File: config.mk
export PLATFORM = sky130hd
export DESIGN_NAME = pcs_par_adapter
export DESIGN_NICKNAME = d
export VERILOG_FILES = /design/src/rtl/pa_pkg.sv /design/src/rtl/pa_phase_gen.sv /design/src/rtl/pa_tx_capture.sv /design/src/rtl/pa_tx_serializer.sv /design/src/rtl/pa_rx_deser.sv /design/src/rtl/pa_rx_present.sv /design/src/rtl/pcs_par_adapter.sv
export SDC_FILE = /design/constraint.sdc
export NUM_CORES = 1
export LEC_CHECK = 0
export BUFFER_PORTS_ARGS = -buffer_cell sky130_fd_sc_hd__buf_4
export CELL_PAD_IN_SITES_DETAIL_PLACEMENT = 0
export CELL_PAD_IN_SITES_GLOBAL_PLACEMENT = 1
export CORE_MARGIN = 4
export CORE_UTILIZATION = 48
export DETAILED_ROUTE_END_ITERATION = 10
export GPL_TIMING_DRIVEN = 0
export PLACE_DENSITY = 0.84
export SYNTH_ARGS = -nofsm -noshare
export SYNTH_HDL_FRONTEND = slang
export SYNTH_HIERARCHICAL = 1
export SYNTH_SLANG_ARGS = --single-unit
File: constraint.sdc
create_clock -name clk -period 4.55 [get_ports clk]
set_input_delay 0.91 -clock clk [delete_from_list [all_inputs] [get_ports clk]]
set_output_delay 0.91 -clock clk [all_outputs]
set_load 0.02 [all_outputs]
File: src/rtl/pa_pkg.sv
package pa_pkg;

  typedef enum logic {
    FMT_WIDE = 1'b0,
    FMT_HALF = 1'b1
  } fmt_e;

endpackage

File: src/rtl/pa_phase_gen.sv
module pa_phase_gen
  import pa_pkg::*;
#(
  parameter int WORD_W = 10,
  localparam int HALF_W = WORD_W / 2,
  localparam int CNT_W  = $clog2(WORD_W)
) (
  input  logic             clk,
  input  logic             rst,
  input  logic             mode_req,
  output logic [CNT_W-1:0] cnt,
  output logic             at_rise,
  output logic             at_fall,
  output logic             at_last,
  output logic             ref_clk,
  output fmt_e             fmt_eff,
  output fmt_e             fmt_q,
  output logic             fmt_same
);

  localparam logic [CNT_W-1:0] LAST_TICK = CNT_W'(WORD_W - 1);
  localparam logic [CNT_W-1:0] FALL_TICK = CNT_W'(HALF_W);

  fmt_e fmt_req;
  assign fmt_req = fmt_e'(mode_req);

  always_ff @(posedge clk) begin
    if (rst) begin
      cnt <= '0;
    end else if (cnt == LAST_TICK) begin
      cnt <= '0;
    end else begin
      cnt <= cnt + 1'b1;
    end
  end

  always_ff @(posedge clk) begin
    if (rst) begin
      fmt_q <= FMT_WIDE;
    end else if (at_rise) begin
      fmt_q <= fmt_req;
    end
  end

  assign at_rise  = (cnt == '0);
  assign at_fall  = (cnt == FALL_TICK);
  assign at_last  = (cnt == LAST_TICK);
  assign ref_clk  = (cnt < FALL_TICK);
  assign fmt_eff  = at_rise ? fmt_req : fmt_q;
  assign fmt_same = (fmt_req == fmt_q);

endmodule

File: src/rtl/pa_tx_capture.sv
module pa_tx_capture
  import pa_pkg::*;
#(
  parameter int WORD_W = 10,
  localparam int HALF_W = WORD_W / 2
) (
  input  logic              clk,
  input  logic              rst,
  input  logic              at_rise,
  input  logic              at_fall,
  input  fmt_e              fmt_eff,
  input  logic              fmt_same,
  input  logic [WORD_W-1:0] din,
  output logic [WORD_W-1:0] word,
  output logic              word_ok
);

  logic [HALF_W-1:0] upper_q;

  always_ff @(posedge clk) begin
    if (rst) begin
      word    <= '0;
      upper_q <= '0;
      word_ok <= 1'b0;
    end else begin
      if (at_rise) begin
        word_ok <= fmt_same;
        if (fmt_eff == FMT_WIDE) begin
          word <= din;
        end else begin
          upper_q <= din[HALF_W-1:0];
        end
      end
      if (at_fall && fmt_eff == FMT_HALF) begin
        word <= {upper_q, din[HALF_W-1:0]};
      end
    end
  end

endmodule

File: src/rtl/pa_tx_serializer.sv
module pa_tx_serializer #(
  parameter int WORD_W = 10
) (
  input  logic              clk,
  input  logic              rst,
  input  logic              at_last,
  input  logic [WORD_W-1:0] word,
  input  logic              word_ok,
  output logic              ser_out,
  output logic              ser_valid
);

  logic [WORD_W-2:0] rest_q;

  always_ff @(posedge clk) begin
    if (rst) begin
      rest_q    <= '0;
      ser_out   <= 1'b0;
      ser_valid <= 1'b0;
    end else if (at_last) begin
      ser_out   <= word[0];
      rest_q    <= word[WORD_W-1:1];
      ser_valid <= word_ok;
    end else begin
      ser_out <= rest_q[0];
      rest_q  <= {1'b0, rest_q[WORD_W-2:1]};
    end
  end

endmodule

File: src/rtl/pa_rx_deser.sv
module pa_rx_deser #(
  parameter int WORD_W = 10
) (
  input  logic              clk,
  input  logic              rst,
  input  logic              at_last,
  input  logic              ser_in,
  output logic [WORD_W-1:0] rx_word
);

  logic [WORD_W-2:0] gather_q;
  logic [WORD_W-1:0] merged;

  assign merged = {ser_in, gather_q};

  always_ff @(posedge clk) begin
    if (rst) begin
      gather_q <= '0;
      rx_word  <= '0;
    end else begin
      gather_q <= merged[WORD_W-1:1];
      if (at_last) begin
        rx_word <= merged;
      end
    end
  end

endmodule

File: src/rtl/pa_rx_present.sv
module pa_rx_present
  import pa_pkg::*;
#(
  parameter int WORD_W = 10,
  localparam int HALF_W = WORD_W / 2,
  localparam int PAD_W  = WORD_W - HALF_W
) (
  input  logic              clk,
  input  logic              rst,
  input  logic              at_rise,
  input  logic              at_fall,
  input  fmt_e              fmt_eff,
  input  logic              fmt_same,
  input  logic [WORD_W-1:0] rx_word,
  output logic [WORD_W-1:0] rx_data,
  output logic              rx_valid
);

  logic [WORD_W-1:0] upper_view;
  logic [WORD_W-1:0] lower_view;

  assign upper_view = {{PAD_W{1'b0}}, rx_word[WORD_W-1:PAD_W]};
  assign lower_view = {{PAD_W{1'b0}}, rx_word[HALF_W-1:0]};

  always_ff @(posedge clk) begin
    if (rst) begin
      rx_data  <= '0;
      rx_valid <= 1'b0;
    end else begin
      if (at_rise) begin
        rx_valid <= fmt_same;
        rx_data  <= (fmt_eff == FMT_WIDE) ? rx_word : upper_view;
      end else if (at_fall && fmt_eff == FMT_HALF) begin
        rx_data <= lower_view;
      end
    end
  end

endmodule

File: src/rtl/pcs_par_adapter.sv
module pcs_par_adapter
  import pa_pkg::*;
#(
  parameter int WORD_W = 10,
  localparam int CNT_W = $clog2(WORD_W)
) (
  input  logic              clk,
  input  logic              rst,
  input  logic              mode_ddr_i,
  input  logic [WORD_W-1:0] tx_data_i,
  input  logic              ser_in_i,
  output logic              ser_out_o,
  output logic              ser_valid_o,
  output logic [WORD_W-1:0] rx_data_o,
  output logic              rx_valid_o,
  output logic              ref_clk_o
);

  logic [CNT_W-1:0]  slot_cnt;
  logic              at_rise;
  logic              at_fall;
  logic              at_last;
  fmt_e              fmt_eff;
  fmt_e              fmt_q;
  logic              fmt_same;
  logic [WORD_W-1:0] tx_word;
  logic              tx_word_ok;
  logic [WORD_W-1:0] rx_word;

  pa_phase_gen #(.WORD_W(WORD_W)) phase_i (
    .clk      (clk),
    .rst      (rst),
    .mode_req (mode_ddr_i),
    .cnt      (slot_cnt),
    .at_rise  (at_rise),
    .at_fall  (at_fall),
    .at_last  (at_last),
    .ref_clk  (ref_clk_o),
    .fmt_eff  (fmt_eff),
    .fmt_q    (fmt_q),
    .fmt_same (fmt_same)
  );

  pa_tx_capture #(.WORD_W(WORD_W)) txcap_i (
    .clk      (clk),
    .rst      (rst),
    .at_rise  (at_rise),
    .at_fall  (at_fall),
    .fmt_eff  (fmt_eff),
    .fmt_same (fmt_same),
    .din      (tx_data_i),
    .word     (tx_word),
    .word_ok  (tx_word_ok)
  );

  pa_tx_serializer #(.WORD_W(WORD_W)) txser_i (
    .clk       (clk),
    .rst       (rst),
    .at_last   (at_last),
    .word      (tx_word),
    .word_ok   (tx_word_ok),
    .ser_out   (ser_out_o),
    .ser_valid (ser_valid_o)
  );

  pa_rx_deser #(.WORD_W(WORD_W)) rxdes_i (
    .clk     (clk),
    .rst     (rst),
    .at_last (at_last),
    .ser_in  (ser_in_i),
    .rx_word (rx_word)
  );

  pa_rx_present #(.WORD_W(WORD_W)) rxpres_i (
    .clk      (clk),
    .rst      (rst),
    .at_rise  (at_rise),
    .at_fall  (at_fall),
    .fmt_eff  (fmt_eff),
    .fmt_same (fmt_same),
    .rx_word  (rx_word),
    .rx_data  (rx_data_o),
    .rx_valid (rx_valid_o)
  );

endmodule

==> flow_results.org <==
** Timing
- The final-report hold violation count is 0.
- Number of slew-limit violations in the final report :: 0
- Final critical-path share of the clock period :: 49.0%
- For the pin with the worst max-slew slack, the measured transition is 0.482 ns.
- Setup repair after global routing missed its margin :: false
- Setup violations remaining at the end of the flow were counted as 0.
- Period minus WS final :: 2.23 ns
- Adding up every negative setup slack in the final design gives 0 ns.
- For the final database, setup skew stands at 0.00544 ns.
- Static timing analysis puts the maximum clock frequency at 0.448 GHz.
- After layout, the worst setup slack is 2.32 ns.
- Tightest slew margin relative to the limit :: 67.9%

** Logic synthesis
- Post-synthesis async set-or-reset flop share :: 0%
- The share of the Yosys chip area taken by registers is 51.1%.
- Mean cell area of the mapped netlist :: 10.1 um^2
- The synthesized design contains 0 enable-type register cells.
- Synthesis produced a netlist with a net count of 257.
- The cell count after synthesis came out at between 200 and 250.
- Synthesized flop and latch total :: 62
- Mapped cell area :: 2430 um^2
- Yosys synthesis warning count :: 6
- The most used flip-flop cell after synthesis is dfxtp_1.
- Distinct cell type count of the synthesized netlist :: 37

** Global route
- Global route total overflow :: 0
- Entering global routing, the biggest net connects 12 pins.
- Via count of the first global-routing pass :: approximately 1,600
- The first global-routing pass estimated 8.00 mm of wire.
- Antenna violations before repair :: 0
- Overall fraction of global-route tracks in use :: 16.9%

** CTS
- Counting along the longest clock path gives a buffer depth of 2.
- Number of CTS-inserted buffers :: 9
- TritonCTS clock tree :: yes
- The number of gates resized after CTS was 0.
- The tree is rooted in a clkbuf_8.
- For this design, the sink count on the clock tree is 62.
- After clock tree synthesis, the setup repair step added 0 buffers.
- The number of hold buffers added after CTS was 0.
- At the later pin of the worst-skew pair, clock insertion delay measures between 0.3 and 0.4 ns.
- Clock slew seen by the registers of the worst setup and hold paths :: 0.07 ns
- In this run the number of H-tree levels came out at 3.

** Routing
- In this run the remaining antenna-violating nets after routing total 0.
- Wirelength per Cell :: around 14 um
- The pre-antenna-repair detailed-routing pass consisted of 4 iterations.
- In the routed design, unresolved DRC markers number 0.
- Routed via count :: 1,734
- Starting DRT DRC Count :: 55
- In the routed layout, each cell is associated on average with a via count of 4.95.
- Summed over all layers, the routed wires come to 4.76 mm.

** Layout
- Number of nets at the end of the flow :: 295
- 0 antenna diodes ended up in the layout.
- For this run, the share of the core covered by cells in the final layout is slightly above 60%.
- Final std cell area, no fill :: 2930 um^2
- Layout cell share with drive strength beyond 1 :: a little over a quarter
- Layout Area Growth over Synthesis :: 20.6%
- The filler cells instantiated in the layout total 448.

** Floorplan
- The die covers between 6000 and 7000 um^2.
- Starting Density :: 50.4%
- Boundary Pins :: 28
- Count of standard-cell rows :: 25
- Horizontal die dimension :: 79.2 um
- Core region area :: about 4800 um^2
- Measured along the y axis, the die boundary spans 79.2 um.

** Power
- In this run the power spent charging and discharging nets is 315 uW.
- Leakage power summed over all cells :: 1.17 nW
- Worst VDD drop :: between 0.2 and 0.25 mV
- Overall power :: approximately 1.3 mW
- Dividing total power by cell area gives a power density of 438 nW/um^2.
- Clock power share :: about two fifths
- Share of total power in sequential cells :: 45.6%
- Net switching is around 25% of the power.
- Combinational cells account for 13.3% of the total power.
- Internal power :: 969 uW

** Setup path
- By instance count, the cell type seen most on the critical path is inv_1.
- Following the worst setup path forward leads to its endpoint at ref_clk_o.
- Crit. End Element :: output pin
- Req. time, crit path :: between 3 and 4 ns
- FF-to-FF Start :: phase_i/cnt[0]
- By startpoint and endpoint, the worst setup path is classified as reg2out.
- CP max FO :: 5
- Register-to-register setup slack :: 2.40 ns
- CP cell instances :: inv_1 > ha_1 > inv_1 > a21oi_1 > buf_4
- For the worst setup path, the data arrival time is 1.32 ns.
- Depth of the worst register-to-register path :: 8
- R2r endpoint :: txcap_i/word[4]
- Stage delay of the slowest cell on the critical path :: 0.40 ns
- For this design, the slowest cell found on the critical path is dfxtp_1.
- STA classifies the critical path startpoint as a flop.
- Critical Path Source :: phase_i/cnt[0]

** Hold path
- In this run the worst hold path is classified as reg2reg.
- Number of instances on the worst hold path :: 2

** Job
- Across the run, the number of max-cap violations was 0.

** Placement
- Routability-driven placement finished with a final weighted congestion of 0.734.
- The HPWL after detailed placement is 3.23 mm.
- Buffers on Ports :: 27
- At the placement stage, the worst setup path has a slack of 2.41 ns.
- Once placement finished, the instance area stood at 2720 um^2.

** Status
- Run status :: finished, final reports clean
through the flow:
step           instances  hold WS [ns]
4_1_cts              350         0.457
5_1_grt              350         0.471
3_3_place_gp         334         0.440
3_5_place_dp         334         0.447
2_1_floorplan        240         0.433
6_report             350         0.456
cells by family (layout without fill, tap and decap cells):
kind of cell / after synthesis / in the layout / share of synthesized area [%]
multiplexers: 25 / 25 / 10.7
XOR/XNOR: 1 / 1 / 0.361
AND/OR/NAND/NOR: 99 / 99 / 22.5
flip-flops: 62 / 62 / 51.1
adder cells (fa/ha/maj): 3 / 3 / 1.54
AO/OA/AOI/OAI: 32 / 32 / 8.34
buffers and inverters: 18 / 61 / 5.51
area by class of cell:
cell class	instances	area, um^2	area share [%]
sequential	62	1240	42.3
multi-input combinational	160	1050	36.0
timing repair buffer	27	203	6.91
clock buffer	12	145	4.95
buffer	15	123	4.18
tap	67	83.8	2.86
clock inverter	4	70.1	2.39
inverter	3	11.3	0.384
synth_stat cells (all sizes together) (2+ instances only):
master / count / share of area (%)
nor2: 37 / 6.2
nor3b: 2 / 1.1
o22ai: 5 / 1.3
buf: 13 / 4.7
nand2: 21 / 3.3
dfxtp: 62 / 51
inv: 3 / 0.46
nand3: 15 / 3.1
nor3: 6 / 2.3
and2b: 10 / 3.1
ha: 3 / 1.5
clkbuf: 2 / 0.36
mux2: 2 / 1.2
and3b: 2 / 0.82
a311oi: 4 / 1.4
mux2i: 23 / 9.5
a22oi: 3 / 0.93
a21oi: 16 / 3.5
nand3b: 2 / 0.62
state kept, by name (all words and copies together) (netlist names):
| name | flops |
|---|---|
| txser_i/ser_valid | 1 |
| phase_i/fmt_q | 1 |
| phase_i/cnt | 4 |
| txcap_i/upper_q | 5 |
| txcap_i/word_ok | 1 |
| txser_i/ser_out | 1 |
| txcap_i/word | 10 |
| rxdes_i/rx_word | 10 |
| rxpres_i/rx_data | 10 |
| rxpres_i/rx_valid | 1 |
| txser_i/rest_q | 9 |
| rxdes_i/gather_q | 9 |
critical path, delay by kind of cell (launching register included):
family | cells | cell delay (ns)
buffers and inverters | 3 | 0.31
flip-flops | 1 | 0.40
adder cells (fa/ha/maj) | 1 | 0.23
AO/OA/AOI/OAI | 1 | 0.06
worst min path at each step:
stage                   startpoint             endpoint  slack, ns
6_report        txcap_i/upper_q[2]   txcap_i/upper_q[2]       0.46
5_1_grt         txcap_i/upper_q[1]   txcap_i/upper_q[1]       0.47
4_1_cts         txcap_i/upper_q[2]   txcap_i/upper_q[2]       0.46
3_5_place_dp    txcap_i/upper_q[2]   txcap_i/upper_q[2]       0.45
3_3_place_gp   rxdes_i/gather_q[6]  rxdes_i/gather_q[5]       0.44
2_1_floorplan  rxdes_i/gather_q[1]  rxdes_i/gather_q[0]       0.43
layout by cell type, fill, tap and decap left out, types with 3 or more instances in the layout:
cell type and instances:
dfxtp_1 62, and2b_1 9, mux2i_1 23, buf_4 29, a22oi_1 3, nor2_2 5
nor2_1 32, o22ai_1 5, a311oi_1 4, nor3_2 5, clkbuf_1 3, a21oi_1 15
buf_6 7, inv_1 3, clkbuf_8 10, nand3_1 15, nand2_1 20, ha_1 3
buf_2 4
metal layers:
layer / up-vias / global-route usage [%] / part of all wire (%)
met5: - / 0 / 0
met4: 0 / 7.73 / 1.6
met3: 7 / 6.35 / 5.1
met2: 38 / 24.2 / 43
met1: 792 / 22.4 / 50
li1: 897 / - / -
power groups by stage:
stage                     clock network (mW)  logic (mW)  registers (mW)
after global routing                   0.570       0.187           0.588
after global placement                     0       0.169           0.598
after detailed placement                   0       0.171           0.598
after CTS                              0.539       0.172           0.586
after floorplan                            0       0.118           0.602
final                                  0.528       0.170           0.586
(Power assumes the default switching activity.)
